--- src/rtl/brup_pkg.sv ---
// Package: shared types and DDR2 command constants for the bring-up sequencer.
// Assumes a 32-bit controller write port; command codes sit in bits 23:16.
package brup_pkg;

    typedef enum logic [1:0] {
        ST_IDLE  = 2'd0,
        ST_WAIT  = 2'd1,
        ST_WRITE = 2'd2,
        ST_DONE  = 2'd3
    } state_t;

    typedef enum logic [2:0] {
        RS_PHY_CFG  = 3'd0,
        RS_PHY_CTRL = 3'd1,
        RS_CMD      = 3'd2,
        RS_TIMING   = 3'd3,
        RS_LATENCY  = 3'd4,
        RS_CONFIG   = 3'd5
    } reg_sel_t;

    localparam int unsigned NUM_STEPS  = 18;
    localparam int unsigned STEP_W     = $clog2(NUM_STEPS);
    localparam int unsigned FIRST_CMD  = 3;
    localparam int unsigned LAST_CMD   = 14;

    // memory command codes
    localparam logic [7:0] CMD_MRS     = 8'h00;
    localparam logic [7:0] CMD_REFRESH = 8'h01;
    localparam logic [7:0] CMD_PRECHG  = 8'h02;
    localparam logic [7:0] CMD_DESEL   = 8'h07;
    localparam logic [7:0] CMD_EMR     = 8'h10;
    localparam logic [7:0] CMD_EMR2    = 8'h11;
    localparam logic [7:0] CMD_EMR3    = 8'h12;

    // command argument fields
    localparam logic [15:0] ARG_ALL_BANKS = 16'h0400;
    localparam logic [15:0] ARG_DLL_ON    = 16'h0000;
    localparam logic [15:0] ARG_DLL_RESET = 16'h0100;
    localparam logic [15:0] ARG_OCD_DFLT  = 16'h0380;
    localparam logic [15:0] ARG_OCD_EXIT  = 16'h0000;

    // PHY register bits
    localparam logic [31:0] PHY_CLK_EN    = 32'h0000_0001;
    localparam logic [31:0] PHY_RESET     = 32'h0000_0001;
    localparam logic [31:0] PHY_CAL_RESET = 32'h0000_0002;
    localparam logic [31:0] PHY_CAL_GO    = 32'h0000_0004;

    // Pack a command code above its argument into one command-register word.
    function automatic logic [31:0] pack_cmd(input logic [7:0] code, input logic [15:0] arg);
        return {8'h00, code, arg};
    endfunction

endpackage

--- src/rtl/brup_delay.sv ---
// Module: wait timer. Counts a full DELAY_CYCLES period after each load.
// Assumes DELAY_CYCLES >= 1; 'zero' is high in the last cycle of a wait.
module brup_delay #(
    parameter int unsigned DELAY_CYCLES = 10000
) (
    input  logic clk,
    input  logic rst_n,
    input  logic load,
    output logic zero
);
    localparam int unsigned CNT_W = $clog2(DELAY_CYCLES + 1);

    logic [CNT_W-1:0] cnt;

    // reload to the full period on request, else count down to zero
    always_ff @(posedge clk) begin
        if (!rst_n)
            cnt <= '0;
        else if (load)
            cnt <= CNT_W'(DELAY_CYCLES - 1);
        else if (cnt != '0)
            cnt <= cnt - 1'b1;
    end

    assign zero = (cnt == '0);

    // a freshly loaded wait never ends in its first cycle
    p_no_early_expiry_r6: assert property (@(posedge clk) disable iff (!rst_n)
        (load && DELAY_CYCLES > 1) |=> !zero);

    // a running count only moves down by one
    p_steady_countdown_r6: assert property (@(posedge clk) disable iff (!rst_n)
        (!load && !zero) |=> (cnt == $past(cnt) - 1'b1));

endmodule

--- src/rtl/brup_step_rom.sv ---
// Module: step table. Maps a step index to register select, data word and
// whether a wait follows. Purely combinational; indices past the end are inert.
module brup_step_rom #(
    parameter logic [31:0] MODE_WORD    = 32'h0004_0632,
    parameter logic [31:0] TIMING_WORD  = 32'h0A1B_2C3D,
    parameter logic [31:0] LATENCY_WORD = 32'h0000_0033,
    parameter logic [31:0] CONFIG_WORD  = 32'h8000_0102
) (
    input  logic [brup_pkg::STEP_W-1:0] idx,
    output brup_pkg::reg_sel_t          sel,
    output logic [31:0]                 data,
    output logic                        wait_after,
    output logic                        last
);
    import brup_pkg::*;

    // decode the step index into its write and its wait flag
    always_comb begin
        sel        = RS_CMD;
        data       = '0;
        wait_after = 1'b1;
        unique case (idx)
            5'd0:  begin sel = RS_PHY_CFG;  data = PHY_CLK_EN; end
            5'd1:  begin sel = RS_PHY_CTRL; data = PHY_RESET | PHY_CAL_RESET; wait_after = 1'b0; end
            5'd2:  begin sel = RS_PHY_CTRL; data = PHY_CAL_GO; end
            5'd3:  data = pack_cmd(CMD_DESEL,   16'h0000);
            5'd4:  data = pack_cmd(CMD_PRECHG,  ARG_ALL_BANKS);
            5'd5:  data = pack_cmd(CMD_EMR2,    16'h0000);
            5'd6:  data = pack_cmd(CMD_EMR3,    16'h0000);
            5'd7:  data = pack_cmd(CMD_EMR,     ARG_DLL_ON);
            5'd8:  data = pack_cmd(CMD_MRS,     ARG_DLL_RESET);
            5'd9:  data = pack_cmd(CMD_PRECHG,  ARG_ALL_BANKS);
            5'd10: data = pack_cmd(CMD_REFRESH, 16'h0000);
            5'd11: data = pack_cmd(CMD_REFRESH, 16'h0000);
            5'd12: data = pack_cmd(CMD_MRS,     MODE_WORD[15:0]);
            5'd13: data = pack_cmd(CMD_EMR,     ARG_OCD_DFLT | ARG_DLL_ON);
            5'd14: data = pack_cmd(CMD_EMR,     ARG_OCD_EXIT | ARG_DLL_ON | MODE_WORD[31:16]);
            5'd15: begin sel = RS_TIMING;  data = TIMING_WORD;  wait_after = 1'b0; end
            5'd16: begin sel = RS_LATENCY; data = LATENCY_WORD; wait_after = 1'b0; end
            5'd17: begin sel = RS_CONFIG;  data = CONFIG_WORD;  wait_after = 1'b0; end
            default: begin sel = RS_CONFIG; data = '0; wait_after = 1'b0; end
        endcase
    end

    assign last = (idx == STEP_W'(NUM_STEPS - 1));

endmodule

--- src/rtl/brup_ctrl.sv ---
// Module: sequence controller. Walks the step table once per reset:
// initial wait, then write / optional wait per step, then done.
// Assumes the wait timer asserts 'delay_zero' in the final cycle of a wait.
module brup_ctrl #(
    parameter bit AUTO_START = 1'b0
) (
    input  logic                        clk,
    input  logic                        rst_n,
    input  logic                        start,
    input  logic                        delay_zero,
    input  logic                        step_wait,
    input  logic                        step_last,
    output brup_pkg::state_t            state,
    output logic [brup_pkg::STEP_W-1:0] idx,
    output logic                        load,
    output logic                        wr_en,
    output logic                        done
);
    import brup_pkg::*;

    state_t            state_n;
    logic [STEP_W-1:0] idx_n;
    logic              launch;

    // pick the launch source: reset release or an explicit start pulse
    generate
        if (AUTO_START) begin : g_auto
            assign launch = 1'b1;
        end else begin : g_pulse
            assign launch = start;
        end
    endgenerate

    // next-state, step advance and timer reload
    always_comb begin
        state_n = state;
        idx_n   = idx;
        load    = 1'b0;
        unique case (state)
            ST_IDLE:  if (launch) begin state_n = ST_WAIT; load = 1'b1; end
            ST_WAIT:  if (delay_zero) state_n = ST_WRITE;
            ST_WRITE: begin
                if (step_last) begin
                    state_n = ST_DONE;
                end else begin
                    idx_n = idx + 1'b1;
                    if (step_wait) begin
                        state_n = ST_WAIT;
                        load    = 1'b1;
                    end
                end
            end
            default:  state_n = ST_DONE;
        endcase
    end

    // state and step registers
    always_ff @(posedge clk) begin
        if (!rst_n) begin
            state <= ST_IDLE;
            idx   <= '0;
        end else begin
            state <= state_n;
            idx   <= idx_n;
        end
    end

    assign wr_en = (state == ST_WRITE);
    assign done  = (state == ST_DONE);

    // start during a run neither restarts nor skips steps
    p_start_ignored_r9: assert property (@(posedge clk) disable iff (!rst_n)
        (state == ST_WAIT && start && !delay_zero) |=> (state == ST_WAIT && idx == $past(idx)));

    // completion is permanent until reset
    p_done_sticky_r8: assert property (@(posedge clk) disable iff (!rst_n)
        done |=> done);

endmodule

--- src/rtl/ddr2_bringup_seq.sv ---
// Module: DDR2 power-up initialization sequencer (top).
// Issues the PHY bring-up, DDR2 command list and final register loads as
// single-cycle writes on a simple address/data/strobe port, then raises done.
// Assumes the controller accepts one write per cycle without back-pressure.
module ddr2_bringup_seq #(
    parameter int unsigned DELAY_CYCLES = 10000,
    parameter int unsigned ADDR_W       = 8,
    parameter bit          AUTO_START   = 1'b0,
    parameter logic [ADDR_W-1:0] ADDR_PHY_CFG  = 8'h04,
    parameter logic [ADDR_W-1:0] ADDR_PHY_CTRL = 8'h08,
    parameter logic [ADDR_W-1:0] ADDR_CMD      = 8'h0C,
    parameter logic [ADDR_W-1:0] ADDR_TIMING   = 8'h10,
    parameter logic [ADDR_W-1:0] ADDR_LATENCY  = 8'h14,
    parameter logic [ADDR_W-1:0] ADDR_CONFIG   = 8'h18,
    parameter logic [31:0] MODE_WORD    = 32'h0004_0632,
    parameter logic [31:0] TIMING_WORD  = 32'h0A1B_2C3D,
    parameter logic [31:0] LATENCY_WORD = 32'h0000_0033,
    parameter logic [31:0] CONFIG_WORD  = 32'h8000_0102
) (
    input  logic              clk,
    input  logic              rst_n,
    input  logic              start,
    output logic              wr_en,
    output logic [ADDR_W-1:0] wr_addr,
    output logic [31:0]       wr_data,
    output logic              done
);
    import brup_pkg::*;

    state_t            state;
    logic [STEP_W-1:0] idx;
    logic              load;
    logic              delay_zero;
    reg_sel_t          sel;
    logic              step_wait;
    logic              step_last;

    brup_ctrl #(.AUTO_START(AUTO_START)) u_ctrl (
        .clk        (clk),
        .rst_n      (rst_n),
        .start      (start),
        .delay_zero (delay_zero),
        .step_wait  (step_wait),
        .step_last  (step_last),
        .state      (state),
        .idx        (idx),
        .load       (load),
        .wr_en      (wr_en),
        .done       (done)
    );

    brup_delay #(.DELAY_CYCLES(DELAY_CYCLES)) u_delay (
        .clk   (clk),
        .rst_n (rst_n),
        .load  (load),
        .zero  (delay_zero)
    );

    brup_step_rom #(
        .MODE_WORD    (MODE_WORD),
        .TIMING_WORD  (TIMING_WORD),
        .LATENCY_WORD (LATENCY_WORD),
        .CONFIG_WORD  (CONFIG_WORD)
    ) u_rom (
        .idx        (idx),
        .sel        (sel),
        .data       (wr_data),
        .wait_after (step_wait),
        .last       (step_last)
    );

    // map the step's register select onto a port address
    always_comb begin
        unique case (sel)
            RS_PHY_CFG:  wr_addr = ADDR_PHY_CFG;
            RS_PHY_CTRL: wr_addr = ADDR_PHY_CTRL;
            RS_CMD:      wr_addr = ADDR_CMD;
            RS_TIMING:   wr_addr = ADDR_TIMING;
            RS_LATENCY:  wr_addr = ADDR_LATENCY;
            default:     wr_addr = ADDR_CONFIG;
        endcase
    end

    // no write slips out before the timer has run out
    p_wait_blocks_write_r6: assert property (@(posedge clk) disable iff (!rst_n)
        (state == ST_WAIT && !delay_zero) |=> !wr_en);

    // a write that carries a wait is a lone one-cycle strobe
    p_single_strobe_r10: assert property (@(posedge clk) disable iff (!rst_n)
        (wr_en && step_wait) |=> !wr_en);

    // memory commands always target the command register
    p_cmd_addr_r4: assert property (@(posedge clk) disable iff (!rst_n)
        (wr_en && idx >= STEP_W'(FIRST_CMD) && idx <= STEP_W'(LAST_CMD)) |-> (wr_addr == ADDR_CMD));

    // nothing is written once the sequence has completed
    p_quiet_after_done_r8: assert property (@(posedge clk) disable iff (!rst_n)
        done |=> !wr_en);

endmodule

--- config.mk ---
export PLATFORM = sky130hd
export DESIGN_NAME = ddr2_bringup_seq
export DESIGN_NICKNAME = d
export VERILOG_FILES = /design/src/rtl/brup_pkg.sv /design/src/rtl/brup_delay.sv /design/src/rtl/brup_step_rom.sv /design/src/rtl/brup_ctrl.sv /design/src/rtl/ddr2_bringup_seq.sv
export SDC_FILE = /design/constraint.sdc
export NUM_CORES = 1
export LEC_CHECK = 0
export BUFFER_PORTS_ARGS = -buffer_cell sky130_fd_sc_hd__buf_2
export CELL_PAD_IN_SITES_DETAIL_PLACEMENT = 0
export CELL_PAD_IN_SITES_GLOBAL_PLACEMENT = 1
export CORE_ASPECT_RATIO = 0.5
export CORE_MARGIN = 5
export CORE_UTILIZATION = 25
export CTS_CLUSTER_SIZE = 12
export DETAILED_ROUTE_END_ITERATION = 10
export GPL_ROUTABILITY_DRIVEN = 0
export PLACE_DENSITY = 0.61
export SLEW_MARGIN = 20
export SYNTH_ARGS = -nofsm -noshare
export SYNTH_HDL_FRONTEND = slang
export SYNTH_SLANG_ARGS = --single-unit
--- constraint.sdc ---
create_clock -name clk -period 2.9 [get_ports clk]
set_clock_uncertainty 0.05 [all_clocks]
set_input_delay 0.145 -clock clk [delete_from_list [all_inputs] [get_ports clk]]
set_output_delay 0.145 -clock clk [all_outputs]
set_load 0.01 [all_outputs]
==> results of run 1 <==
==> cells in the mapped netlist, types with 2 or more instances <==
library cell | number | area [um2]
sky130_fd_sc_hd__buf_4 | 25 | 187.7
sky130_fd_sc_hd__dfxtp_1 | 21 | 420.4
sky130_fd_sc_hd__nor2_1 | 15 | 56.30
sky130_fd_sc_hd__a21oi_1 | 12 | 60.06
sky130_fd_sc_hd__o21ai_0 | 12 | 60.06
sky130_fd_sc_hd__clkbuf_1 | 10 | 37.54
sky130_fd_sc_hd__and2_1 | 9 | 56.30
sky130_fd_sc_hd__nand2_1 | 9 | 33.78
sky130_fd_sc_hd__xnor2_1 | 9 | 78.83
sky130_fd_sc_hd__o31a_1 | 7 | 61.31
sky130_fd_sc_hd__ha_1 | 6 | 75.07
sky130_fd_sc_hd__nor2b_1 | 6 | 37.54
sky130_fd_sc_hd__a21o_1 | 5 | 37.54
sky130_fd_sc_hd__inv_1 | 4 | 15.01
sky130_fd_sc_hd__nor3_1 | 4 | 20.02
sky130_fd_sc_hd__nor4b_1 | 4 | 35.03
sky130_fd_sc_hd__o21a_1 | 4 | 30.03
sky130_fd_sc_hd__nor3b_1 | 3 | 22.52
sky130_fd_sc_hd__o21bai_1 | 3 | 22.52
sky130_fd_sc_hd__or4_4 | 3 | 33.78
sky130_fd_sc_hd__a211o_1 | 2 | 17.52
sky130_fd_sc_hd__a21boi_0 | 2 | 15.01
sky130_fd_sc_hd__a31oi_1 | 2 | 12.51
sky130_fd_sc_hd__and3_1 | 2 | 12.51
sky130_fd_sc_hd__mux2_2 | 2 | 22.52
sky130_fd_sc_hd__nand2b_1 | 2 | 12.51
sky130_fd_sc_hd__nor4b_2 | 2 | 30.03
sky130_fd_sc_hd__o22ai_1 | 2 | 12.51
sky130_fd_sc_hd__o311a_1 | 2 | 20.02
sky130_fd_sc_hd__o31ai_1 | 2 | 15.01
sky130_fd_sc_hd__or2_2 | 2 | 12.51
sky130_fd_sc_hd__or4_1 | 2 | 15.01
==> stage by stage <==
stage / power (mW) / cells / setup slack, ns / hold WS (ns) / area (um2)
2_1_floorplan: 0.5377 / 231 / 0.6587 / 0.2805 / 1817
3_3_place_gp: 0.5535 / 319 / 0.5661 / 0.5107 / 1877
3_5_place_dp: 0.5578 / 319 / 0.5079 / 0.5181 / 1877
4_1_cts: 0.8498 / 323 / 0.2938 / 0.2581 / 1957
5_1_grt: 0.8875 / 323 / 0.1482 / 0.2662 / 1957
6_report: 0.8368 / 323 / 0.3090 / 0.2487 / 1957
==> worst paths after layout <==
kind / start / end / slack (ns) / depth (start not counted)
worst max-delay path: u_ctrl.idx[0]$_SDFFE_PN0P_ / wr_addr[3] / 0.31 / 9
worst min-delay path: rst_n / u_delay.cnt[0]$_SDFFE_PN0P_ / 0.25 / 2
worst max register to register: u_ctrl.idx[0]$_SDFFE_PN0P_ / u_delay.cnt[2]$_SDFFE_PN0P_ / 0.51 / 7
worst min register to register: u_delay.cnt[7]$_SDFFE_PP0P_ / u_delay.cnt[7]$_SDFFE_PP0P_ / 0.53 / 2
==> registers in the layout, summed over array words and instances (netlist names) <==
name,flops
u_ctrl.state,2
u_ctrl.idx,5
u_delay.cnt,14
==> final cells by class <==
type | count | area, um2
Sequential cell | 21 | 420.4
Inverter | 5 | 18.77
Timing Repair Buffer | 33 | 180.2
Clock inverter | 1 | 5.005
Tap cell | 92 | 115.1
Clock buffer | 3 | 75.07
Fill cell | 708 | 4796
Multi-Input combinational cell | 168 | 1142
==> layer usage <==
layer	wire (um)	share of wire	GRT usage
met5	0	0	0
met4	110	0.027	0.05006
met3	260	0.063	0.01692
met2	1796	0.44	0.1470
met1	1939	0.47	0.1102
==> cell families after synthesis <==
family | count (synthesis) | synth area share
AND/OR/NAND/NOR | 72 | 0.2664
other | 1 | 0.002135
XOR/XNOR | 9 | 0.04487
buffers and inverters | 42 | 0.1446
flip-flops | 21 | 0.2393
AO/OA/AOI/OAI | 61 | 0.2415
adder cells (fa/ha/maj) | 6 | 0.04273
multiplexers | 3 | 0.01852
==> cells in the final DEF (no fill, tap or decap), types with 3 or more instances in the layout <==
| cell type | n |
|---|---|
| sky130_fd_sc_hd__o21a_1 | 4 |
| sky130_fd_sc_hd__nor2b_1 | 6 |
| sky130_fd_sc_hd__inv_1 | 4 |
| sky130_fd_sc_hd__nor2_1 | 15 |
| sky130_fd_sc_hd__buf_2 | 27 |
| sky130_fd_sc_hd__and2_1 | 9 |
| sky130_fd_sc_hd__nand2_1 | 9 |
| sky130_fd_sc_hd__nor3b_1 | 3 |
| sky130_fd_sc_hd__nor4b_1 | 4 |
| sky130_fd_sc_hd__o31a_1 | 7 |
| sky130_fd_sc_hd__conb_1 | 17 |
| sky130_fd_sc_hd__a21oi_1 | 12 |
| sky130_fd_sc_hd__a21o_1 | 5 |
| sky130_fd_sc_hd__o21bai_1 | 3 |
| sky130_fd_sc_hd__or4_4 | 3 |
| sky130_fd_sc_hd__nor3_1 | 4 |
| sky130_fd_sc_hd__dfxtp_1 | 21 |
| sky130_fd_sc_hd__buf_4 | 6 |
| sky130_fd_sc_hd__o21ai_0 | 12 |
| sky130_fd_sc_hd__xnor2_1 | 9 |
| sky130_fd_sc_hd__ha_1 | 6 |
| sky130_fd_sc_hd__clkbuf_16 | 3 |
==> power by group <==
group | switching [mW] | total (mW) | internal [mW]
clock network | 0.101 | 0.286 | 0.185
logic | 0.105 | 0.203 | 0.0978
registers | 0.0324 | 0.348 | 0.316
==> run summary, run 1 <==
GRT
---------------------------------------------------------------------------------
Via count of the first global-routing pass                                  1,405
Initial antenna violation count                                                 0
Pin count of the biggest net entering global routing                           22
Remaining global-route overflow                                                 0
Wire length of the first global-routing pass                             6.679 mm
Combined global-route utilization of all metal layers                     0.08975

CLOCK TREE
---------------------------------------------------------------------------------
TritonCTS clock tree                                                        built
Register clock-pin slew on the reported worst setup and hold paths        0.06 ns
Setup fix buffers added after clock tree synthesis                              0
CTS Buf Count                                                                   3
Clk Latency, worst-skew pair                                              0.25 ns
Resize count post-CTS                                                           0
CTS Hold Bufs                                                                   0
Clock tree buffer depth                                                         2
CTS root buf                                                         sky130_fd_sc_hd__clkbuf_16
Sinks on the clock net                                                         21
Number of H-tree branching levels                                               1

DETAILED ROUTING
---------------------------------------------------------------------------------
Post-route ant nets                                                             0
Routed length per placed instance                                        12.71 um
Post-detailed-route DRC marker count                                            0
Number of vias per cell after detailed routing                              4.724
Number of iterations in the first detailed-routing pass                         5
Vias after detailed routing                                                 1,526
Iter 0 DRT Violations                                                         119
Total wire length                                                        4.105 mm

YOSYS
---------------------------------------------------------------------------------
Unique masters post-synth                                                      52
Synth Area per Inst                                                     8.171 um2
#FFs+latches synth                                                             21
Post-synthesis cell area                                                 1757 um2
Prevailing post-synth register cell                                  sky130_fd_sc_hd__dfxtp_1
Fraction of registers with async set/reset                                      0
Count of flip-flops with a built-in enable after synthesis                      0
Cell count after synthesis                                                    215
Fraction of the yosys area taken by sequential cells                       0.2393
Total of warnings raised by yosys                                               0

SETUP PATH
---------------------------------------------------------------------------------
Longest individual stage delay on the worst path                          0.37 ns
Maximum fanout along the worst path                                             6
Crit Path Category                                                     reg -> out
Critical-path top delay cell                                         sky130_fd_sc_hd__dfxtp_1
Sort of element at the start of the critical path                       flip-flop
Endpoint kind of the worst setup timing path                           output pin
Number of buffer and inverter stages on the critical path                       3
Crit-path leading delay family                                       compound AO/OA/AOI/OAI gates
CP Data Required Time                                                     2.71 ns
Cell-by-cell trace of the critical path                              inv_1, ha_1, and2_1, o311a_1, a211oi_2, buf_4, a21boi_0, o31a_1, buf_2
Worst path arrival time                                                   2.40 ns

STA
---------------------------------------------------------------------------------
Max Freq                                                               0.3860 GHz
Final hold violations                                                           0
Fin Setup TNS                                                                0 ns
Ratio of final minimum period to clock period                              0.8934
Minimum clock period after layout                                        2.591 ns
Setup repair after global routing missed its margin                         false
Setup-failing EPs final                                                         0
Worst Max-Slew Pin Slew                                                 0.7292 ns
Relative slew slack                                                        0.5110
Number of pins exceeding their max-slew limit in the final report               0

POWER AND IR DROP
---------------------------------------------------------------------------------
Peak supply drop                                                        0.1817 mV
Leakage component of the power                                          0.8921 nW
Power per cell area                                                  427.6 nW/um2

FINISH
---------------------------------------------------------------------------------
Fraction of layout instances using a drive strength above 1                0.2251
Final antenna diode count                                                       0
Post-layout util                                                           0.2898
Number of nets in the layout                                                  241
Area Overhead vs Synth                                                     11.40%

WORST HOLD PATH
---------------------------------------------------------------------------------
HP Class                                                                in -> reg

RUN STATUS
---------------------------------------------------------------------------------
Outcome                                                              finished clean

FLOORPLANNING
---------------------------------------------------------------------------------
Area inside the core boundary                                            6753 um2
Starting density of the core                                               0.2601
Row count                                                                      21
Die Area                                                                 8905 um2
Width of the die                                                         128.5 um
Top-level I/O count                                                            45
Vertical die dimension                                                   69.28 um

FLOW RUN
---------------------------------------------------------------------------------
Max-cap violations                                                              0

PLACEMENT
---------------------------------------------------------------------------------
HPWL Detailed                                                            3.096 mm
Buffers on Ports                                                               27

(Power assumes the default switching activity.)
==> inputs of run 2 (changes only) <==
- GPL_TIMING_DRIVEN: unset -> 0
==> run 2 against run 1 <==
  * Clock-buffer cell count unchanged
  * Clock power increased by 2%
  * Critical path depth decreased by 1
  * Combinational power increased by 11%
  * Via count increased by 7.0%
  * Final cell count increased by 9.6%
  * Cell area increased by 10%
  * Sequential cell count unchanged
  * First-iteration DRC count decreased by 8.4%
  * Fmax decreased by 3.5%
  * Critical path type unchanged
  * Utilization increased by 2.9 points
==> run summary, run 2 (synthesized netlist as in run 1, its figures left out) <==
FLOORPLANNING
---------------------------------------------------------------------------------
Top-level I/O count                                                            45   unchanged
Vertical die dimension                                                   69.28 um   unchanged
Starting density of the core                                               0.2601   unchanged
Area inside the core boundary                                            6753 um2   unchanged
Die Area                                                                 8905 um2   unchanged
Width of the die                                                         128.5 um   unchanged
Row count                                                                      21   unchanged

STA
---------------------------------------------------------------------------------
Setup-failing EPs final                                                         0   unchanged
Setup repair after global routing missed its margin                         false
Smallest setup slack after layout                                       0.2138 ns   -0.09524 ns
Worst hold slack                                                        0.1448 ns   -0.1039 ns
Worst Max-Slew Pin Slew                                                 0.6059 ns   -0.1233 ns
Number of pins exceeding their max-slew limit in the final report               0   unchanged
Ratio of final minimum period to clock period                              0.9263   +0.03284
Max Freq                                                               0.3723 GHz   -3.5%
Fin Setup TNS                                                                0 ns   unchanged
Final hold violations                                                           0   unchanged
Minimum clock period after layout                                        2.686 ns   +0.09524 ns
Relative slew slack                                                        0.5952   +0.08418

CLOCK TREE
---------------------------------------------------------------------------------
Clk Latency, worst-skew pair                                              0.25 ns   about the same
Register clock-pin slew on the reported worst setup and hold paths        0.06 ns   about the same
CTS Hold Bufs                                                                   0   unchanged
Clock tree buffer depth                                                         2   unchanged
TritonCTS clock tree                                                        built
CTS Buf Count                                                                   3   unchanged
Number of H-tree branching levels                                               1   unchanged
Sinks on the clock net                                                         21   unchanged
CTS root buf                                                         sky130_fd_sc_hd__clkbuf_16

WORST HOLD PATH
---------------------------------------------------------------------------------
HP Class                                                                in -> reg
Hold-critical path endpoint                                          u_delay.cnt[7]$_SDFFE_PP0P_
Hold Path Stages                                                                2   unchanged
Worst min-delay path startpoint                                             rst_n

SETUP PATH
---------------------------------------------------------------------------------
Longest individual stage delay on the worst path                          0.38 ns   about the same
Crit-path leading delay family                                       compound AO/OA/AOI/OAI gates
Crit Path Category                                                     reg -> out
Critical-path top delay cell                                         sky130_fd_sc_hd__dfxtp_1
Number of buffer and inverter stages on the critical path                       2   -1
Cells on worst reg2reg path                                                     8   +1
Endpoint kind of the worst setup timing path                           output pin
Sort of element at the start of the critical path                       flip-flop
Capturing point of the worst reg2reg path                            u_delay.cnt[10]$_SDFFE_PN0P_
Cell-by-cell trace of the critical path                              inv_1, ha_1, and2_1, o311a_1, a211oi_4, a21boi_0, o31a_1, buf_2
Start of the worst register-to-register path                         u_ctrl.idx[0]$_SDFFE_PN0P_
CP Data Required Time                                                     2.71 ns   about the same
Register-to-register setup slack                                          0.38 ns   -0.13 ns
Maximum fanout along the worst path                                             6   unchanged
Worst path arrival time                                                   2.49 ns   +0.09 ns

PLACEMENT
---------------------------------------------------------------------------------
HPWL Detailed                                                            3.359 mm   +8.5%
# placed instances                                                            350   +9.7%
Post-placement setup slack                                              0.3049 ns   -0.2030 ns
Instance area after placement                                            2067 um2   +10%
Buffers on Ports                                                               27   unchanged

DETAILED ROUTING
---------------------------------------------------------------------------------
Post-route ant nets                                                             0   unchanged
Post-detailed-route DRC marker count                                            0   unchanged
Iter 0 DRT Violations                                                         109   -8.4%
Total wire length                                                        4.399 mm   +7.2%
Number of iterations in the first detailed-routing pass                         6   +1
Vias after detailed routing                                                 1,633   +7.0%
Number of vias per cell after detailed routing                              4.613   -2.4%
Routed length per placed instance                                        12.43 um   -2.2%

GRT
---------------------------------------------------------------------------------
Initial antenna violation count                                                 0   unchanged
Combined global-route utilization of all metal layers                     0.09749   +0.007741
Pin count of the biggest net entering global routing                           13   -41%
Wire length of the first global-routing pass                             7.369 mm   +10%
Via count of the first global-routing pass                                  1,574   +12%
Remaining global-route overflow                                                 0   unchanged

FINISH
---------------------------------------------------------------------------------
Area Overhead vs Synth                                                     22.65%
Most common cell after layout, fill and taps aside                   sky130_fd_sc_hd__buf_2
Commonest cells after routing, fill and taps aside                   sky130_fd_sc_hd__buf_2 (28), sky130_fd_sc_hd__buf_4 (25), sky130_fd_sc_hd__dfxtp_1 (21)
Number of flip-flops under the largest register name                           14   unchanged
Post-layout util                                                           0.3191   +0.02927
Top Registers                                                        u_delay.cnt: 14 flops, u_ctrl.idx: 5 flops, u_ctrl.state: 2 flops
Final antenna diode count                                                       0   unchanged
Number of nets in the layout                                                  272   +13%
Filler Cell Count                                                             735   +3.8%
Fraction of layout instances using a drive strength above 1                0.2786   +0.05352
Finished layout cell area                                                2155 um2   +10%
Largest register by flop count                                        u_delay.cnt
Number of standard cells in the layout, taps in and fillers out               354   +9.6%

POWER AND IR DROP
---------------------------------------------------------------------------------
Peak supply drop                                                        0.2327 mV   +28%
Overall power consumption                                                866.4 uW   +3.5%
Leakage component of the power                                           1.025 nW   +15%
Power per cell area                                                  402.1 nW/um2   -6.0%

FLOW RUN
---------------------------------------------------------------------------------
Max-cap violations                                                              0   unchanged

RUN STATUS
---------------------------------------------------------------------------------
Outcome                                                              finished clean

==> run 2: changes by cell type in the layout (fill, tap and decap cells not counted), sizes merged <==
cell and change:
buf +20, clkbuf +11
==> run 2: area by class of cell <==
cell class | count | area (um2) | area share
Buffer | 37 | 235.2 | 0.1092
Clock buffer | 3 | 75.07 | 0.03484
Clock inverter | 1 | 5.005 | 0.002323
Inverter | 5 | 18.77 | 0.008711
Multi-Input combinational cell | 168 | 1150 | 0.5337
Sequential cell | 21 | 420.4 | 0.1951
Tap cell | 92 | 115.1 | 0.05343
Timing Repair Buffer | 27 | 135.1 | 0.06272
==> run 2: where the power goes <==
part | leakage [nW] | internal, mW | total (mW) | switching (mW)
Combinational | 0.812 | 0.114 | 0.226 | 0.112
Clock | 0.0409 | 0.185 | 0.292 | 0.107
Sequential | 0.172 | 0.315 | 0.348 | 0.0325
==> run 2: worst max path at each step <==
| stage | endpoint | slack, ns | cells past startpoint | from |
|---|---|---|---|---|
| final | wr_addr[3] | 0.21 | 8 | u_ctrl.idx[0]$_SDFFE_PN0P_ |
| after global routing | wr_addr[3] | 0.07 | 8 | u_ctrl.idx[0]$_SDFFE_PN0P_ |
| after CTS | wr_addr[3] | 0.11 | 8 | u_ctrl.idx[0]$_SDFFE_PN0P_ |
| after detailed placement | u_delay.cnt[10]$_SDFFE_PN0P_ | 0.30 | 8 | u_ctrl.idx[0]$_SDFFE_PN0P_ |
| after global placement | u_delay.cnt[10]$_SDFFE_PN0P_ | 0.33 | 8 | u_ctrl.idx[0]$_SDFFE_PN0P_ |
| after floorplan | u_delay.cnt[13]$_SDFFE_PN0P_ | 0.66 | 8 | u_ctrl.idx[0]$_SDFFE_PN0P_ |
==> run 2: routing by layer <==
metal  global-route usage  part of all wire
met1               0.1186              0.47
met2               0.1660              0.46
met3              0.02692             0.058
met4              0.03143             0.015
met5                    0                 0
==> run 2: repair_timing <==
item / in CTS / in global routing
endpoints found under the setup margin: 0 / 1
setup buffers: 0 / 0
endpoints found under the hold margin: 0 / 0
resized for setup: 0 / 1
